<file path="config.mk">
export PLATFORM = sky130hd
export DESIGN_NAME = keyed_watchdog
export DESIGN_NICKNAME = d
export VERILOG_FILES = /design/src/rtl/kwd_pkg.sv /design/src/rtl/kwd_keygate.sv /design/src/rtl/kwd_counter.sv /design/src/rtl/kwd_fsm.sv /design/src/rtl/keyed_watchdog.sv
export SDC_FILE = /design/constraint.sdc
export NUM_CORES = 1
export LEC_CHECK = 0
export ABC_AREA = 1
export CORE_MARGIN = 3
export CORE_UTILIZATION = 47
export DETAILED_ROUTE_END_ITERATION = 10
export PLACE_DENSITY_LB_ADDON = 0.2
export SYNTH_ARGS = -nofsm -noshare
export SYNTH_HDL_FRONTEND = slang
export SYNTH_SLANG_ARGS = --single-unit
</file>
<file path="constraint.sdc">
create_clock -name clk -period 1.7 [get_ports clk]
set_input_delay 0.34 -clock clk [delete_from_list [all_inputs] [get_ports clk]]
set_output_delay 0.34 -clock clk [all_outputs]
set_load 0.01 [all_outputs]
</file>
<file path="src/rtl/kwd_pkg.sv">
package kwd_pkg;

    typedef enum logic [1:0] {
        ST_IDLE    = 2'd0,
        ST_RUN     = 2'd1,
        ST_GRACE   = 2'd2,
        ST_TRIPPED = 2'd3
    } kwd_state_e;

endpackage

</file>
<file path="src/rtl/kwd_keygate.sv">
module kwd_keygate #(
    parameter int KEY_W = 7
) (
    input  logic             wr_hit,
    input  logic             armed,
    input  logic [KEY_W-1:0] key_stored,
    input  logic [KEY_W-1:0] key_new,
    output logic             accept
);
    logic key_ok;

    always_comb begin
        key_ok = (key_new == ~key_stored);
        accept = wr_hit && (!armed || key_ok);
    end

    always_comb begin
        if (wr_hit && armed && !key_ok) begin
            assert (!accept) else $error("AST_WRONG_KEY_REJECTED");
        end
    end
endmodule

</file>
<file path="src/rtl/kwd_counter.sv">
module kwd_counter #(
    parameter int CNT_W       = 9,
    parameter int GRACE_TICKS = 10
) (
    input  logic             clk,
    input  logic             rst_n,
    input  logic             load,
    input  logic [CNT_W-1:0] load_val,
    input  logic             grace_load,
    input  logic             dec,
    output logic [CNT_W-1:0] cnt,
    output logic             last
);
    localparam logic [CNT_W-1:0] GRACE_VAL = CNT_W'(GRACE_TICKS);

    logic [CNT_W-1:0] cnt_q;

    always_ff @(posedge clk or negedge rst_n) begin
        if (!rst_n) begin
            cnt_q <= '0;
        end else if (load) begin
            cnt_q <= load_val;
        end else if (grace_load) begin
            cnt_q <= GRACE_VAL;
        end else if (dec) begin
            cnt_q <= cnt_q - 1'b1;
        end
    end

    always_comb begin
        cnt  = cnt_q;
        last = (cnt_q == CNT_W'(1));
    end

    AST_NO_UNDERFLOW: assert property (@(posedge clk) disable iff (!rst_n)
        (dec && !load && !grace_load && cnt_q == '0) |=> (cnt_q == '1) == 1'b0) else $error("AST_NO_UNDERFLOW");
endmodule

</file>
<file path="src/rtl/kwd_fsm.sv">
module kwd_fsm
    import kwd_pkg::*;
(
    input  logic       clk,
    input  logic       rst_n,
    input  logic       accept,
    input  logic       cmd_run,
    input  logic       tick,
    input  logic       last,
    output kwd_state_e state,
    output logic       dec,
    output logic       grace_load,
    output logic       running,
    output logic       nmi_stage,
    output logic       rst_req
);
    kwd_state_e state_q, state_d;
    logic       expire;
    logic       req_q;

    always_comb begin
        dec        = tick && !accept && (state_q == ST_RUN || state_q == ST_GRACE);
        expire     = dec && last;
        grace_load = expire && (state_q == ST_RUN);
    end

    always_comb begin
        state_d = state_q;
        if (accept) begin
            state_d = cmd_run ? ST_RUN : ST_IDLE;
        end else begin
            unique case (state_q)
                ST_IDLE:    state_d = ST_IDLE;
                ST_RUN:     if (expire) state_d = ST_GRACE;
                ST_GRACE:   if (expire) state_d = ST_TRIPPED;
                ST_TRIPPED: state_d = ST_TRIPPED;
                default:    state_d = ST_IDLE;
            endcase
        end
    end

    always_ff @(posedge clk or negedge rst_n) begin
        if (!rst_n) begin
            state_q <= ST_IDLE;
        end else begin
            state_q <= state_d;
        end
    end

    always_ff @(posedge clk or negedge rst_n) begin
        if (!rst_n) begin
            req_q <= 1'b0;
        end else begin
            req_q <= expire && (state_q == ST_GRACE);
        end
    end

    always_comb begin
        state     = state_q;
        running   = (state_q == ST_RUN) || (state_q == ST_GRACE);
        nmi_stage = (state_q == ST_GRACE) || (state_q == ST_TRIPPED);
        rst_req   = req_q;
    end

    AST_REQ_SINGLE_CYCLE: assert property (@(posedge clk) disable iff (!rst_n)
        rst_req |=> !rst_req) else $error("AST_REQ_SINGLE_CYCLE");
    AST_REQ_ENTERS_TRIP: assert property (@(posedge clk) disable iff (!rst_n)
        $rose(rst_req) |-> (state_q == ST_TRIPPED)) else $error("AST_REQ_ENTERS_TRIP");
    AST_FIRST_EXPIRY_NMI: assert property (@(posedge clk) disable iff (!rst_n)
        (state_q == ST_RUN && tick && last && !accept) |=> nmi_stage && !rst_req) else $error("AST_FIRST_EXPIRY_NMI");
endmodule

</file>
<file path="src/rtl/keyed_watchdog.sv">
module keyed_watchdog
    import kwd_pkg::*;
#(
    parameter int                 ADDR_W      = 8,
    parameter int                 DATA_W      = 32,
    parameter int                 CNT_FIELD_W = 8,
    parameter int                 KEY_W       = 7,
    parameter int                 GRACE_TICKS = 10,
    parameter logic [ADDR_W-1:0]  CTRL_ADDR   = 8'h40,
    parameter logic [ADDR_W-1:0]  STAT_ADDR   = 8'h44
) (
    input  logic              clk,
    input  logic              rst_n,
    input  logic              tick_en,
    input  logic              wr_en,
    input  logic [ADDR_W-1:0] addr,
    input  logic [DATA_W-1:0] wdata,
    output logic [DATA_W-1:0] rdata,
    output logic              nmi,
    output logic              rst_req
);
    localparam int RUN_POS = CNT_FIELD_W;
    localparam int KEY_LSB = RUN_POS + 1;
    localparam int KEY_MSB = KEY_LSB + KEY_W - 1;
    localparam int CNT_W   = CNT_FIELD_W + 1;
    localparam logic [CNT_W-1:0] FULL_CNT = CNT_W'(1) << CNT_FIELD_W;

    logic [DATA_W-1:0] ctrl_q;
    logic              wr_ctrl;
    logic              accept;
    logic [CNT_W-1:0]  load_val;
    logic [CNT_W-1:0]  cnt;
    logic              last;
    logic              dec;
    logic              grace_load;
    logic              running;
    logic              nmi_stage;
    logic              req;
    kwd_state_e        state;

    always_comb begin
        wr_ctrl = wr_en && (addr == CTRL_ADDR);
        if (wdata[CNT_FIELD_W-1:0] == '0) begin
            load_val = FULL_CNT;
        end else begin
            load_val = {1'b0, wdata[CNT_FIELD_W-1:0]};
        end
    end

    kwd_keygate #(.KEY_W(KEY_W)) u_gate (
        .wr_hit     (wr_ctrl),
        .armed      (ctrl_q[RUN_POS]),
        .key_stored (ctrl_q[KEY_MSB:KEY_LSB]),
        .key_new    (wdata[KEY_MSB:KEY_LSB]),
        .accept     (accept)
    );

    always_ff @(posedge clk or negedge rst_n) begin
        if (!rst_n) begin
            ctrl_q <= '0;
        end else if (accept) begin
            ctrl_q <= wdata;
        end
    end

    kwd_counter #(.CNT_W(CNT_W), .GRACE_TICKS(GRACE_TICKS)) u_cnt (
        .clk        (clk),
        .rst_n      (rst_n),
        .load       (accept),
        .load_val   (load_val),
        .grace_load (grace_load),
        .dec        (dec),
        .cnt        (cnt),
        .last       (last)
    );

    kwd_fsm u_fsm (
        .clk        (clk),
        .rst_n      (rst_n),
        .accept     (accept),
        .cmd_run    (wdata[RUN_POS]),
        .tick       (tick_en),
        .last       (last),
        .state      (state),
        .dec        (dec),
        .grace_load (grace_load),
        .running    (running),
        .nmi_stage  (nmi_stage),
        .rst_req    (req)
    );

    always_comb begin
        nmi     = nmi_stage;
        rst_req = req;
        rdata   = '0;
        if (addr == CTRL_ADDR) begin
            rdata = ctrl_q;
        end else if (addr == STAT_ADDR) begin
            rdata[0] = running;
            rdata[1] = nmi_stage;
        end
    end

    AST_BAD_KEY_HOLD: assert property (@(posedge clk) disable iff (!rst_n)
        (wr_ctrl && ctrl_q[RUN_POS] && wdata[KEY_MSB:KEY_LSB] != ~ctrl_q[KEY_MSB:KEY_LSB])
        |=> $stable(ctrl_q)) else $error("AST_BAD_KEY_HOLD");
    AST_ZERO_MEANS_FULL: assert property (@(posedge clk) disable iff (!rst_n)
        (accept && wdata[CNT_FIELD_W-1:0] == '0) |=> (cnt == FULL_CNT)) else $error("AST_ZERO_MEANS_FULL");
    AST_NO_TICK_HOLD: assert property (@(posedge clk) disable iff (!rst_n)
        (!tick_en && !accept) |=> $stable(cnt)) else $error("AST_NO_TICK_HOLD");
    AST_GRACE_RELOAD: assert property (@(posedge clk) disable iff (!rst_n)
        $rose(nmi) |-> (cnt == CNT_W'(GRACE_TICKS))) else $error("AST_GRACE_RELOAD");
    AST_WRITE_CLEARS_NMI: assert property (@(posedge clk) disable iff (!rst_n)
        accept |=> !nmi && !rst_req) else $error("AST_WRITE_CLEARS_NMI");
    AST_STATE_KNOWN: assert property (@(posedge clk) disable iff (!rst_n)
        !$isunknown(state)) else $error("AST_STATE_KNOWN");
endmodule

</file>
Yosys cells after proc, flatten, opt, wreduce, memory -nomap -nowiden
Index checks and enable logic that the tools add are counted.
W data, S select, Z words.
{ "op_classes": {"n_mux": 12, "n_reduce_logical": 16, "n_eq_ne": 9, "bitwise_logic": 1, "n_addsub": 1} }
{ "op_table": {"columns": ["cell", "n"], "rows": [
  ["$mux W9", 4],
  ["$mux W30", 1],
  ["$eq A8 B7 Y1 const B", 2],
  ["$mux W2", 5],
  ["$eq A9 B1 Y1 const B", 1],
  ["$sub A9 B1 Y9 const B", 1],
  ["$logic_not A8 Y1", 1],
  ["$pmux W2 S4", 1],
  ["$eq A7 B7 Y1", 1],
  ["$logic_and A1 B1 Y1", 7],
  ["$not A7 Y7", 1],
  ["$ne A3 B1 Y1 const B", 2],
  ["$eq A2 B2 Y1 const B", 2],
  ["$logic_or A1 B1 Y1", 3],
  ["$reduce_bool A3 Y1", 1],
  ["$eq A2 B1 Y1 const B", 1],
  ["$logic_not A1 Y1", 2],
  ["$logic_not A2 Y1", 1],
  ["$reduce_and A2 Y1", 1],
  ["$mux W1", 1]
]} }
{ "word_totals": {"reg_bits": 44, "inputBits": 44, "wordCells": 43, "out_inout_bits": 34} }

Longest topological paths before layout
Gate-level depths: netlist of the first run.
{ "logic_depth": {"ltp_word": 11, "ltp_mapped": 14} }

Hierarchy
Synthesis of the first run repeated with hierarchy kept, for this count alone.
{ "unflattened": {"hier_cells": 362, "area_unflattened_um2": 2871.5} }
{ "modules_own_cells": {"columns": ["mod", "cells_per_inst", "area_per_inst_um2", "n_inst", "seq_area_each_um2"], "rows": [
  ["keyed_watchdog", 203, 1806.7, 1, 800.8],
  ["kwd_counter", 91, 679.4, 1, 225.2],
  ["kwd_fsm", 31, 236.5, 1, 75.1],
  ["kwd_keygate", 37, 148.9, 1, 0.0]
]} }

Worst setup path before layout of the first run
No wires, ideal clock.
{ "synth_path": {"path_kind": "input-to-output", "from": "input addr[1]", "to": "output rdata[10]", "t_arrival_ns": 1.219, "setup_slack_ns": 0.141, "cell_stages": 5, "path_cell_list": "or2_1 > nor3_2 > nand3_1 > clkbuf_1 > nor2_1"} }
{ "synth_via": {"elab_chain_cells": 2} }
{ "synth_lines": {"columns": ["item", "line", "text"], "rows": [
  ["start: declaration", "keyed_watchdog.sv:16", "input logic [ADDR_W-1:0] addr,"],
  ["$eq A8 B7 Y1", "keyed_watchdog.sv:96", "if (addr == CTRL_ADDR) begin"],
  ["$mux W30", "keyed_watchdog.sv:96", null],
  ["end: declaration", "keyed_watchdog.sv:18", "output logic [DATA_W-1:0] rdata,"]
]} }
No other way between the ends.

Final worst setup path of the first run
{ "layout_path": {"from": "input addr[7]", "to": "output rdata[29]"} }
The elaborated chain is that of the path after synthesis.

==> metrics list, run 1 <==
- The number of antenna violations at the first check in global routing was 0.
* Fraction of power spent switching nets: 41.8%
- TritonCTS built the clock tree.
- Entering global routing, the biggest net connects 23 pins.
* Remaining global-route overflow: 0
* Antenna fix cells: 0
- At the pin with the least slew margin, the transition time is ~0.55 ns.
* Setup Skew: 0.0115 ns
* Wire length of the first global-routing pass: 13200 um
* Highest clock frequency the design can meet: 0.503 GHz
- The initial utilization of the core area, before any placement, comes to 50.7%.
* Clock tree root buffer cell: clkbuf_8
- Across every metal layer, demand over resource in global routing totals 27.6%.
* Number of nets at the end of the flow: 524
- Synthesized instance count: 344
- The most numerous cell type found on the critical path is buf_6.
- In this run the vertical extent of the chip is 78.8 um.
- Input/output buffers: between 70 and 80
* Buffer and inverter count on the worst path: 5
* Vias in the first global route: 2769
- Number of distinct standard cells referenced by the synthesized netlist: 31
* Post-Syn Area per Cell: between 7 and 8 um^2
- Relative to the synthesized area, the layout overhead comes to 84.2%.
* Hold Crit Class: in -> async
* Nets in the synthesized netlist: slightly below 400
- Hold violation count in the final report: 11
* Power Dens Cells: roughly 890 nW/um^2
- The filler cells instantiated in the layout total 153.
- Reg2reg setup slack: -0.27 ns
* Longest individual stage delay on the worst path: 0.29 ns
- Maximum fanout count along the critical path: 6
- Area inside the core boundary: 4910 um^2
* Count of state elements after synthesis: 44
* Final routed wire length divided by cell count: around 22 um
* Clock latency on the worst-skew pair: 0.32 ns
- Critical path data required time: ~1.4 ns
* Max-capacitance violation count: 0
- The signal on the critical path passes through dlygate4sd2_1 -> nor3_4 -> nand3_4 -> buf_6 -> buf_16 -> buf_12 -> nor2_4 -> buf_6.
- Leakage power of the design: 0.00220 uW
- After floorplanning, the core was divided into 25 placement rows.
- Largest cells by area after synthesis: dfrtp_1 (44%), nand2_1 (12%), inv_1 (9.8%)
* Clock period minus worst slack: 1.99 ns
- Total Die Area: 6210 um^2
- Vias after detailed routing: 3161
- Slew Limit Fails: 0
* Setup Crit Path Kind: in -> out
- Run status: finished with violations
* Sequential Power Share: between 30% and 40%
* Number of clock buffers inserted by TritonCTS: 5
* Type of element launching the critical path: input port
- Combinational fraction of design power: 49.2%
* Final antenna-violating net count: 0
* Maximum number of buffers from clock root to sink: 2
- On the critical path the largest part of the delay comes from buffers and inverters.
- After detailed routing, the number of remaining DRC violations is 0.
- In this run the biggest area consumer among cell types represents 44.2% of the synthesized area.
- Top cell type by total area after synthesis: dfrtp_1
* TritonCTS sink count: 44
- Of the synthesized area, sequential elements account for 44.2%.
- Die Wd: 78.8 um
- The wire-length estimate of the detail-placed layout is 4820 um.
* Ratio of cells with drive above 1 in the final layout: between 40 and 50%
- Non-Filler Cell Area, Final: 4590 um^2
- Final count of negative-setup-slack endpoints: 73
- Cell area after synthesis: 2490 um^2
- Violated checks: hold timing, setup timing
- Clock-pin slew was measured on the worst setup and hold paths at ~0.10 ns.
- For this block, the routed nets add up to 11800 um of wire.
* Final worst slack: -0.287 ns
- Before antenna repair, the detailed router went through 6 iterations.
- Final worst path period share: 117%
- Number of warnings reported in the yosys synthesis log: 0
* Max-slew headroom at the worst pin: 63.3%
- The slowest stage of the critical path belongs to the cell dlygate4sd2_1.
- For this block, the initial DRC count from the detailed router was ~340.
- In this run the power spent charging and discharging nets is 1710 uW.
- I/O Pins: 78
- Placer's final routability congestion estimate: 0.917
- For the worst setup path, the data arrival time is about 1.7 ns.
- Area after detailed placement: 3540 um^2
- Worst hold-check slack: -0.00672 ns
* Total negative slack: -9.91 ns
- Setup crit end kind: output port
- Cell internal power was estimated by the tool at 2370 uW.
- The design draws 4080 uW.
- Routed vias/inst: 5.83
- Setup repair after global routing could not meet its margin everywhere.
- VDD sags by at most slightly below 1 mV.
- Total number of H-tree levels: 2
- Clock group share of total power: between 10% and 20%
-- cells in the mapped netlist, drive strengths merged --
cell and number:
o311ai 2, nor3b 1, o31ai 2, clkbuf 4
or2 2, nor2 50, buf 7, a21oi 6
o221ai 1, dfrtp 44, and2 1, o21ai 45
xor2 3, inv 65, ha 6, nor4 1
xnor2 3, nor3 4, nand2 82, nand3 14
clkinv 1
-- routing by layer --
layer	vias up	GRT usage, %	wire length, um
li1	1324	-	-
met5	-	0	0
met1	1501	32.9	4210
met3	91	4.31	934
met2	245	49.9	5860
met4	0	9.97	814
-- layout by cell type, fill, tap and decap left out, types with 4 or more instances in the layout --
cell type,count
nand2_1,58
buf_4,29
buf_6,39
o21ai_2,17
inv_2,9
nor2_4,28
nand3_1,9
buf_12,9
nor2_2,5
o21ai_0,23
clkbuf_8,5
clkdlybuf4s50_1,29
a21oi_2,4
nand2_2,16
buf_2,9
dfrtp_1,43
nand2_4,7
o21ai_1,5
inv_1,56
dlygate4sd2_1,9
nor2_1,17
nand3_2,4
-- through the flow --
| stage | std cells | setup WS [ns] | util, % |
|---|---|---|---|
| detailed placement | 506 | -0.761 | 72.0 |
| floorplan | 344 | 0.141 | - |
| global placement | 506 | -0.757 | 72.0 |
| global route | 542 | -0.352 | 93.4 |
| CTS | 532 | -0.198 | 81.6 |
| finish | 542 | -0.287 | 93.4 |
-- path summary, 6_finish.rpt --
check | start | to | cells after the start
worst max-delay path | addr[7] | rdata[29] | 8
worst min-delay path | rst_n | ctrl_q[21] | 1
worst max register to register | ctrl_q[11] | u_cnt.cnt[7] | 14
worst min register to register | ctrl_q[5] | ctrl_q[5] | 2
max in group asynchronous | rst_n | ctrl_q[14] | 2
min in group clk | wdata[12] | ctrl_q[12] | 3
-- area by class of cell --
type,instances,area (um^2),area share (%)
well taps,67,83.8,1.83
clock buffers,5,68.8,1.50
flip-flops and latches,44,1100,24.0
multi-input cells,224,1630,35.5
clock inverters,3,18.8,0.409
repair buffers,133,1420,31.0
inverters,66,260,5.67
-- logic make-up (layout without fill, tap and decap cells) --
group / Yosys count / after routing / share of synthesized area (%)
buffers and inverters: 77 / 207 / 12.9
XOR/XNOR: 6 / 6 / 2.11
AO/OA/AOI/OAI: 56 / 56 / 12.1
AND/OR/NAND/NOR: 155 / 156 / 25.7
adder cells (fa/ha/maj): 6 / 6 / 3.01
flip-flops: 44 / 44 / 44.2
-- power groups by stage --
stage | clock (uW) | sequential, uW | combinational [uW]
after floorplan | 0 | 1320 | 733
after global placement | 0 | 1330 | 1200
after detailed placement | 0 | 1340 | 1230
after CTS | 669 | 1330 | 1480
after global routing | 729 | 1390 | 2130
final | 704 | 1370 | 2010
-- what timing repair did --
item                                    4_1_cts  5_1_grt
hold buffers                                  0        0
pin swaps                                    10       20
gates resized for setup                     230      134
endpoints found under the setup margin       77       72
gates cloned                                  4        4
setup buffers                                14        9
-- state kept, by name (all words and copies together) (netlist names) --
signal and count:
ctrl_q 32, u_cnt.cnt 9, u_fsm.rst_req 1, u_fsm.state 2
Power figures use the tool's default switching activity.
==> run 2, diff against run 1 <==
--- a/config.mk
+++ b/config.mk
@@ -7,9 +7,10 @@
 export LEC_CHECK = 0
 export ABC_AREA = 1
 export CORE_MARGIN = 3
-export CORE_UTILIZATION = 47
+export CORE_UTILIZATION = 44
 export DETAILED_ROUTE_END_ITERATION = 10
 export PLACE_DENSITY_LB_ADDON = 0.2
 export SYNTH_ARGS = -nofsm -noshare
 export SYNTH_HDL_FRONTEND = slang
+export SYNTH_HIERARCHICAL = 1
 export SYNTH_SLANG_ARGS = --single-unit
==> constraint.sdc (replaced) <==
create_clock -name clk -period 1.6 [get_ports clk]
set_input_delay 0.32 -clock clk [delete_from_list [all_inputs] [get_ports clk]]
set_output_delay 0.32 -clock clk [all_outputs]
set_load 0.01 [all_outputs]
==> metrics list, run 2 <==
* Run status: finished with violations
- Violated checks: hold timing, setup timing
- After synthesis, the largest family of logic cells by area is simple AND/OR/NAND/NOR gates.
* Worst hold-check slack: -0.00739 ns (-0.000670 ns)
* Area inside the core boundary: 6130 um^2 (+25%)
- Setup repair after global routing could not meet its margin everywhere.
* Wire length of the first global-routing pass: 11600 um (-12%)
- The clock buffer count from CTS was 5 (unchanged).
- Sequential Power Share: 33.3% (-0.3 points)
* Most frequent CP cell: nand2_1
* Worst IR Drop VDD: 0.841 mV (-15%)
- Leakage power of the design: 0.00216 uW (-1.9%)
- The number of enable-type register cells in the synthesized netlist was 0 (unchanged).
- STA classifies the critical path endpoint as a register.
* Post-Syn Area per Cell: 7.93 um^2 (+9.5%)
- Subtracting the final worst setup slack from the clock period gives roughly 1.9 ns.
- Clock group share of total power: 23.1% (+5.8 points)
- Clk pin slew, worst setup/hold paths: 0.09 ns (about the same)
- The total of warnings raised by yosys was 6 (+6).
- Total half-perimeter wirelength after legalization and detailed placement: 5080 um (+5.5%)
- Input/output buffers: 77 (unchanged)
* TritonCTS sink count: 44 (unchanged)
- Number of flip-flops in the largest register: 32 (unchanged)
* Clock tree root buffer cell: clkbuf_8
* Die Wd: 86.8 um (+10%)
- Simple logic cell fraction of the synthesized area: 33.5% (+7.8 points)
- The number of detailed-routing iterations run before antenna repair is 4 (-2).
* Tot GR Track Use: 19.4% (-8.1 points)
* Fraction of power spent switching nets: 34.8% (-7.0 points)
- The worst-skew pair later-pin latency was 0.30 ns (-0.02 ns).
- Pin count of the biggest net entering global routing: 51 (+120%)
- By instance count, the leading cell after synthesis is nand2_1.
* Count of fill cells added during filler insertion: 501 (+230%)
* Remaining global-route overflow: 0 (unchanged)
- The number of standard cells after synthesis came to 362 (+5.2%).
- Setup Skew: 0.00681 ns (-0.00473 ns)
- Growth of design area from synthesis to finish: 47.4%
- The maximum level of the CTS H-tree came to 2 (unchanged).
- Power Dens Cells: 940 nW/um^2 (+5.7%)
* Share of synthesized area spent on multiplexers: 0.784% (+0.78 points)
- The DRC violation count after routing came to 0 (unchanged).
- The worst relative slew slack was 63.6% (+0.26 points).
- Nets in the synthesized netlist: 412 (+4.6%)
* Maximum number of buffers from clock root to sink: 2 (unchanged)
- Complex-gate fraction of the synthesized area: 9.85% (-2.3 points)
* Die Span Y: 86.8 um (+10%)
- Final worst slack: -0.291 ns (-0.00430 ns)
* Most used standard cells in the synthesized netlist: nand2_1 (83), inv_1 (66), dfrtp_1 (44), o21ai_0 (38), nor2_4 (32)
- Final worst path period share: 118%
- The wire length reported by the detailed router is 7170 um (-39%).
* Async SR Flop Fraction: 100% (unchanged)
- The count of max-cap constraint violations came to 0 (unchanged).
- TritonCTS built the clock tree.
- Leaving out fill and tap cells, the most frequent cell in the layout is nand2_1.
* Hold Crit Class: in -> async
- Cell internal power dissipation: 2590 uW (+9.2%)
* Beginning of the critical path: ctrl_q[10]
- Setup Crit Path Kind: reg -> reg
* Worst-margin pin slew: 0.546 ns (-0.00384 ns)
- I/O Pins: 78 (unchanged)
- Routed vias/inst: 4.67 (-20%)
* Count of hold-fix buffers inserted at cts: 0 (unchanged)
* Hold violation count in the final report: 10 (-1)
* Dominant register cell in the synthesized netlist: dfrtp_1
- The number of antenna violations at the first check in global routing came to 0 (unchanged).
- The worst setup path is launched from a register.
* Combinational fraction of design power: 43.6% (-5.6 points)
- Traced cell by cell, the critical path runs through inv_1 -> nand2_1 -> nand2_1 -> nand2_1 -> nor2_1 -> nand2_1 -> a21oi_4 -> inv_2 -> nand4_4 -> nor2_4 -> nor2_8 -> inv_4 -> nor2_8 -> inv_6 -> nor2_4 -> a21oi_2.
* Initial core utilization: 46.8% (-3.9 points)
- The post-synthesis adder-cell area fraction is 2.61% (-0.40 points).
- Top cell type by total area after synthesis: dfrtp_1
- For this design, the slowest cell found on the critical path is dfrtp_1.
* Ratio of cells with drive above 1 in the final layout: 35.3% (-9.1 points)
- Switching power: 1380 uW (-19%)
* Iter 0 DRT Violations: 85 (-75%)
- Total power of the final layout: 3980 uW (-2.6%)
- The diode insertion count for antenna repair was 0 (unchanged).
* Synth Area in XOR/XNOR: 0.305% (-1.8 points)
- The data arrival time of the critical path was 2.08 ns (+0.43 ns).
- The number of standard-cell rows in the floorplan was 28 (+12%).
- Critical path data required time: 1.79 ns (+0.43 ns)
- The area share of the leading cell type in the synthesized netlist was 38.3% (-5.9 points).
* Vias in the first global route: 2464 (-11%)
- The total via count in the routed design came to 2547 (-19%).
- Count of state elements after synthesis: 44 (unchanged)
- The delay of the slowest cell on the worst path is 0.41 ns (+0.12 ns).
* Total Die Area: 7530 um^2 (+21%)
- The routed wirelength normalized by instance count came to 13.1 um (-40%).
- Number of distinct standard cells referenced by the synthesized netlist: 30 (-3.2%)
- In this run the critical register-to-register path is launched from ctrl_q[10].
- The sequential cell area fraction in the yosys report is 38.3% (-5.9 points).
* Highest clock frequency the design can meet: ~0.53 GHz
* Slew Limit Fails: 0 (unchanged)
- Final count of negative-setup-slack endpoints: 38 (-48%)
* Maximum fanout count along the critical path: 8 (+2)
* Leading cell types in the layout, fill and taps excluded: nand2_1 (81), inv_1 (57), dfrtp_1 (44), nor2_4 (37), o21ai_0 (33)
* Placer's final routability congestion estimate: 0.900 (-1.9%)
- Final antenna-violating net count: 0 (unchanged)
* Top register by number of flip-flops: ctrl_q
- Number of nets at the end of the flow: 519 (-0.95%)
* Cell area after synthesis: 2870 um^2 (+15%)
- In the post-synthesis netlist, the biggest area contributors are dfrtp_1 (38%), nor2_4 (13%), nand2_1 (11%).
## run 2: layer usage
| layer | routed length, um | global-route usage (%) | part of all wire, % |
|---|---|---|---|
| met4 | 117 | 5.38 | 1.6 |
| met3 | 332 | 3.33 | 4.6 |
| met2 | 3660 | 33.7 | 51 |
| met1 | 3060 | 24.8 | 43 |
| met5 | 0 | 0 | 0 |
## run 2: worst paths after layout
| path | slack (ns) | cells past startpoint | end |
|---|---|---|---|
| max | -0.29 | 16 | u_cnt/cnt[7] |
| max in group asynchronous | 1.09 | 2 | ctrl_q[3] |
| max reg2reg | -0.29 | 16 | u_cnt/cnt[7] |
| min reg2reg | 0.53 | 1 | ctrl_q[0] |
| min | -0.007 | 1 | ctrl_q[13] |
| min in group clk | 0.40 | 3 | ctrl_q[11] |
## run 2: cell type report
| type | instances | area (um^2) | area share, % |
|---|---|---|---|
| clock buffers | 6 | 82.6 | 1.95 |
| inverters | 71 | 294 | 6.95 |
| well taps | 75 | 93.8 | 2.22 |
| multi-input cells | 227 | 1470 | 34.7 |
| flip-flops and latches | 44 | 1100 | 26.0 |
| repair buffers | 120 | 1150 | 27.2 |
| clock inverters | 2 | 38.8 | 0.917 |
## run 2: worst max-delay path, delay by kind of cell, from the launching register on
kind	cells	cell delay (ns)
AOI/OAI and AO/OA	2	0.24
buffers and inverters	4	0.26
DFF	1	0.41
and+or+nand+nor	10	0.87
## run 2: what timing repair did
action / 4_1_cts / 5_1_grt
resized for setup: 187 / 40
cloned: 1 / 1
setup endpoints to repair: 77 / 63
pin swaps: 15 / 18
setup buffers: 11 / 3
## run 2: cells by family after synthesis
kind of cell	Yosys count
simple gates	166
flops	44
xor+xnor	1
mux	2
buf+inv	91
compound gates	52
fa+ha+maj	6
## run 2: through the flow
stage	TNS, ns	instances	area, um^2	util [%]	worst slack, ns
2_1_floorplan	-5.58	362	2930	-	-0.299
3_3_place_gp	-50.25	523	3900	63.6	-0.779
3_5_place_dp	-51.80	523	3900	63.6	-0.792
4_1_cts	-7.43	543	4040	65.8	-0.333
5_1_grt	-13.84	545	4230	69.0	-0.439
6_report	-7.28	545	4230	69.0	-0.291
## run 2: power by group through the flow
stage                     clock network (uW)  registers, uW  logic, uW
final                                    919           1320       1730
after global routing                     975           1340       1930
after CTS                                945           1320       1510
after detailed placement                   0           1330       1410
after global placement                     0           1330       1370
after floorplan                            0           1340        783
==> run 3, diff against run 2 <==
--- a/config.mk
+++ b/config.mk
@@ -7,9 +7,10 @@
 export LEC_CHECK = 0
 export ABC_AREA = 1
 export CORE_MARGIN = 3
-export CORE_UTILIZATION = 44
+export CORE_UTILIZATION = 49
 export DETAILED_ROUTE_END_ITERATION = 10
 export PLACE_DENSITY_LB_ADDON = 0.2
+export SLEW_MARGIN = 20
 export SYNTH_ARGS = -nofsm -noshare
 export SYNTH_HDL_FRONTEND = slang
 export SYNTH_HIERARCHICAL = 1
==> constraint.sdc (replaced) <==
create_clock -name clk -period 2.05 [get_ports clk]
set_input_delay 0.41 -clock clk [delete_from_list [all_inputs] [get_ports clk]]
set_output_delay 0.41 -clock clk [all_outputs]
set_load 0.01 [all_outputs]
==> metrics list, run 3 (synthesized netlist as in run 2, its figures left out) <==
- Setup repair after global routing could not meet its margin everywhere.
- The worst relative slew slack was 64.6% (+1.0 points).
* Number of clock buffers inserted by TritonCTS: 5 (unchanged)
- Clock tree root buffer cell: clkbuf_8
- Slew Limit Fails: 0 (unchanged)
- The delay of the slowest cell on the worst path came to 0.24 ns (-0.17 ns).
- Final antenna-violating net count: 0 (unchanged)
- GR Layer Usage met2: 35.1% (+1.3 points)
- The die area was 6810 um^2 (-9.5%).
* # DRC: 0 (unchanged)
- The number of I/O pins is 78 (unchanged).
* Met3 routing resource usage after global routing: 5.75% (+2.4 points)
* Type of element launching the critical path: input port
- The wire length reported by the detailed router was 6860 um (-4.2%).
- Area inside the core boundary: 5570 um^2 (-9.1%)
* Final routed wire length divided by cell count: 12.9 um (-1.9%)
- Setup Skew: 0.00784 ns (+0.00103 ns)
- The smallest clock period supported by the final layout is computed as 2.02 ns.
- Number of core rows: 27 (-3.6%)
* Final worst path period share: 98.4%
- The diode insertion count for antenna repair is 0 (unchanged).
- The vertical die dimension came to 82.6 um (-4.9%).
- The via count of the first global-routing pass is 2453 (-0.45%).
* Met1 layer usage reported by global route: 27.5% (+2.7 points)
- Highest clock frequency the design can meet: 0.496 GHz
- The total via count in the routed design was 2518 (-1.1%).
- Die Wd: 82.6 um (-4.9%)
- Worst-path cell with the longest stage delay: dlygate4sd2_1
- The number of antenna violations at the first check in global routing was 0 (unchanged).
* Pin count of the biggest net entering global routing: 49 (-3.9%)
* Power Dens Cells: 670 nW/um^2 (-29%)
- The average via count per standard cell came to 4.73 (+1.3%).
- met2 is the most crowded layer.
* Run status: finished clean
* Number of non-filler instances in the completed layout: 532 (-2.4%)
- The clock-pin slew on the worst setup and hold paths is 0.08 ns (about the same).
- The maximum fanout count along the critical path came to 8 (unchanged).
- The maximum root-to-sink buffer count is 2 (unchanged).
- Max-capacitance violation count: 0 (unchanged)
- The data required time at the worst endpoint was 2.23 ns (+0.44 ns).
- The fraction of final layout cells with drive strength greater than 1 is 27.4% (-7.9 points).
- Initial core utilization: 51.5% (+4.7 points)
- Total power of the final layout: 2710 uW (-32%)
- Leading cell types in the layout, fill and taps excluded: nand2_1 (78), inv_1 (62), dfrtp_1 (44), nor2_4 (36), o21ai_0 (32)
* Most common library cell in the layout ignoring fill and taps: nand2_1
- The aggregate negative setup slack is 0 ns (+7.28 ns).
- The count of final setup violators is 0 (-100%).
* Ordered cell list for the critical path: dlygate4sd2_1 -> inv_2 -> nand2_2 -> nor2_4 -> nand2_4 -> buf_6 -> nor2_4 -> inv_2 -> a21oi_4 -> inv_2 -> nand4_4 -> nor2_4 -> nor2_8 -> inv_4 -> nor2_8 -> inv_8 -> nand2_2 -> o31ai_1
- Number of flip-flops in the largest register: 32 (unchanged)
* Placer's final routability congestion estimate: 0.861 (-4.3%)
- The count of nets after finishing came to 510 (-1.7%).
- CP arrival: 2.20 ns (+0.12 ns)
* Number of detailed-route iterations in the first pass: 4 (unchanged)
* Worst-margin pin slew: 0.531 ns (-0.0151 ns)
- The min-delay analysis places its worst path in the category in -> async.
- The cell leakage power came to 0.00213 uW (-1.3%).
- The clock sink count was 44 (unchanged).
* Input/output buffers: 77 (unchanged)
- TritonCTS built the clock tree.
* Growth of design area from synthesis to finish: 40.9%
- The highest ir drop seen on vdd came to 0.517 mV (-39%).
- Tot GR Track Use: 21.3% (+1.8 points)
* Clock latency on the worst-skew pair: 0.30 ns (about the same)
* Setup Crit Path Kind: in -> reg
* Final design utilization: 72.6% (+3.5 points)
- The wire length of the first global-routing pass came to 11200 um (-3.5%).
- Total half-perimeter wirelength after legalization and detailed placement: 5010 um (-1.4%)
- Count of fill cells added during filler insertion: 451 (-10%)
- Setup crit end kind: register
- Remaining global-route overflow: 0 (unchanged)
- Placed cells: 508 (-2.9%)
- The final hold violation count was 0 (-10).
- Top register by number of flip-flops: ctrl_q
- Iter 0 DRT Violations: 98 (+15%)
- The maximum level of the CTS H-tree is 2 (unchanged).
- The worst-case hold slack came to 0.0864 ns (+0.0938 ns).
## run 3: cell types whose count changed in the layout (fill, tap and decap cells not counted), sizes merged
cell,previous run,this run
clkbuf,7,6
clkdlybuf4s50,30,29
buf,81,50
clkdlybuf4s15,3,10
dlygate4sd2,5,21
bufinv,1,0
dlymetal6s2s,0,1
## run 3: layout make-up
cell class              instances  area (um^2)  area share [%]
clock inverters                 1         5.00           0.124
flip-flops and latches         44         1100            27.2
repair buffers                111         1040            25.7
clock buffers                   6         72.6            1.79
inverters                      71          277            6.84
multi-input cells             227         1460            36.1
well taps                      72         90.1            2.23
## run 3: final timing paths
| kind | startpoint | end | slack [ns] | depth (start not counted) |
|---|---|---|---|---|
| setup / recovery | addr[3] | u_cnt/cnt[2] | 0.03 | 18 |
| max in group asynchronous | rst_n | ctrl_q[19] | 1.45 | 2 |
| min in group clk | wdata[14] | ctrl_q[14] | 0.43 | 3 |
| hold / removal | rst_n | u_cnt/cnt[4] | 0.09 | 1 |
| hold reg to reg | ctrl_q[1] | ctrl_q[1] | 0.52 | 1 |
| setup reg to reg | ctrl_q[12] | u_cnt/cnt[2] | 0.10 | 16 |
## run 3: worst max-delay path, delay by kind of cell
family	cells	cell delay [ns]
and+or+nand+nor	9	0.87
buffers and inverters	7	0.67
AOI/OAI and AO/OA	2	0.24
## run 3: power by group
group	total (uW)	switching (uW)	leakage (uW)	internal, uW
combinational	1130	646	0.00166	479
sequential	1070	111	0.000436	964
clock	512	280	0.0000410	232
total	2710	1040	0.00213	1680
## run 3: per-stage QoR
step	instance area, um^2	worst slack [ns]
after floorplan	2880	0.00252
after global placement	3750	-0.408
after detailed placement	3750	-0.446
after CTS	3840	0.00593
after global routing	4050	-0.0667
final	4050	0.0326
## run 3: timing repair
action                     CTS  global route
hold buffers                 0             0
resized for setup          108            41
pin swaps                   10            15
setup buffers                6            10
setup endpoints to repair   53            23
gates cloned                 1             0
## run 3: routing by layer
| metal | wire (um) | share of wire (%) |
|---|---|---|
| met1 | 2930 | 43 |
| met2 | 3410 | 50 |
| met3 | 444 | 6.5 |
| met4 | 82 | 1.2 |
| met5 | 0 | 0 |
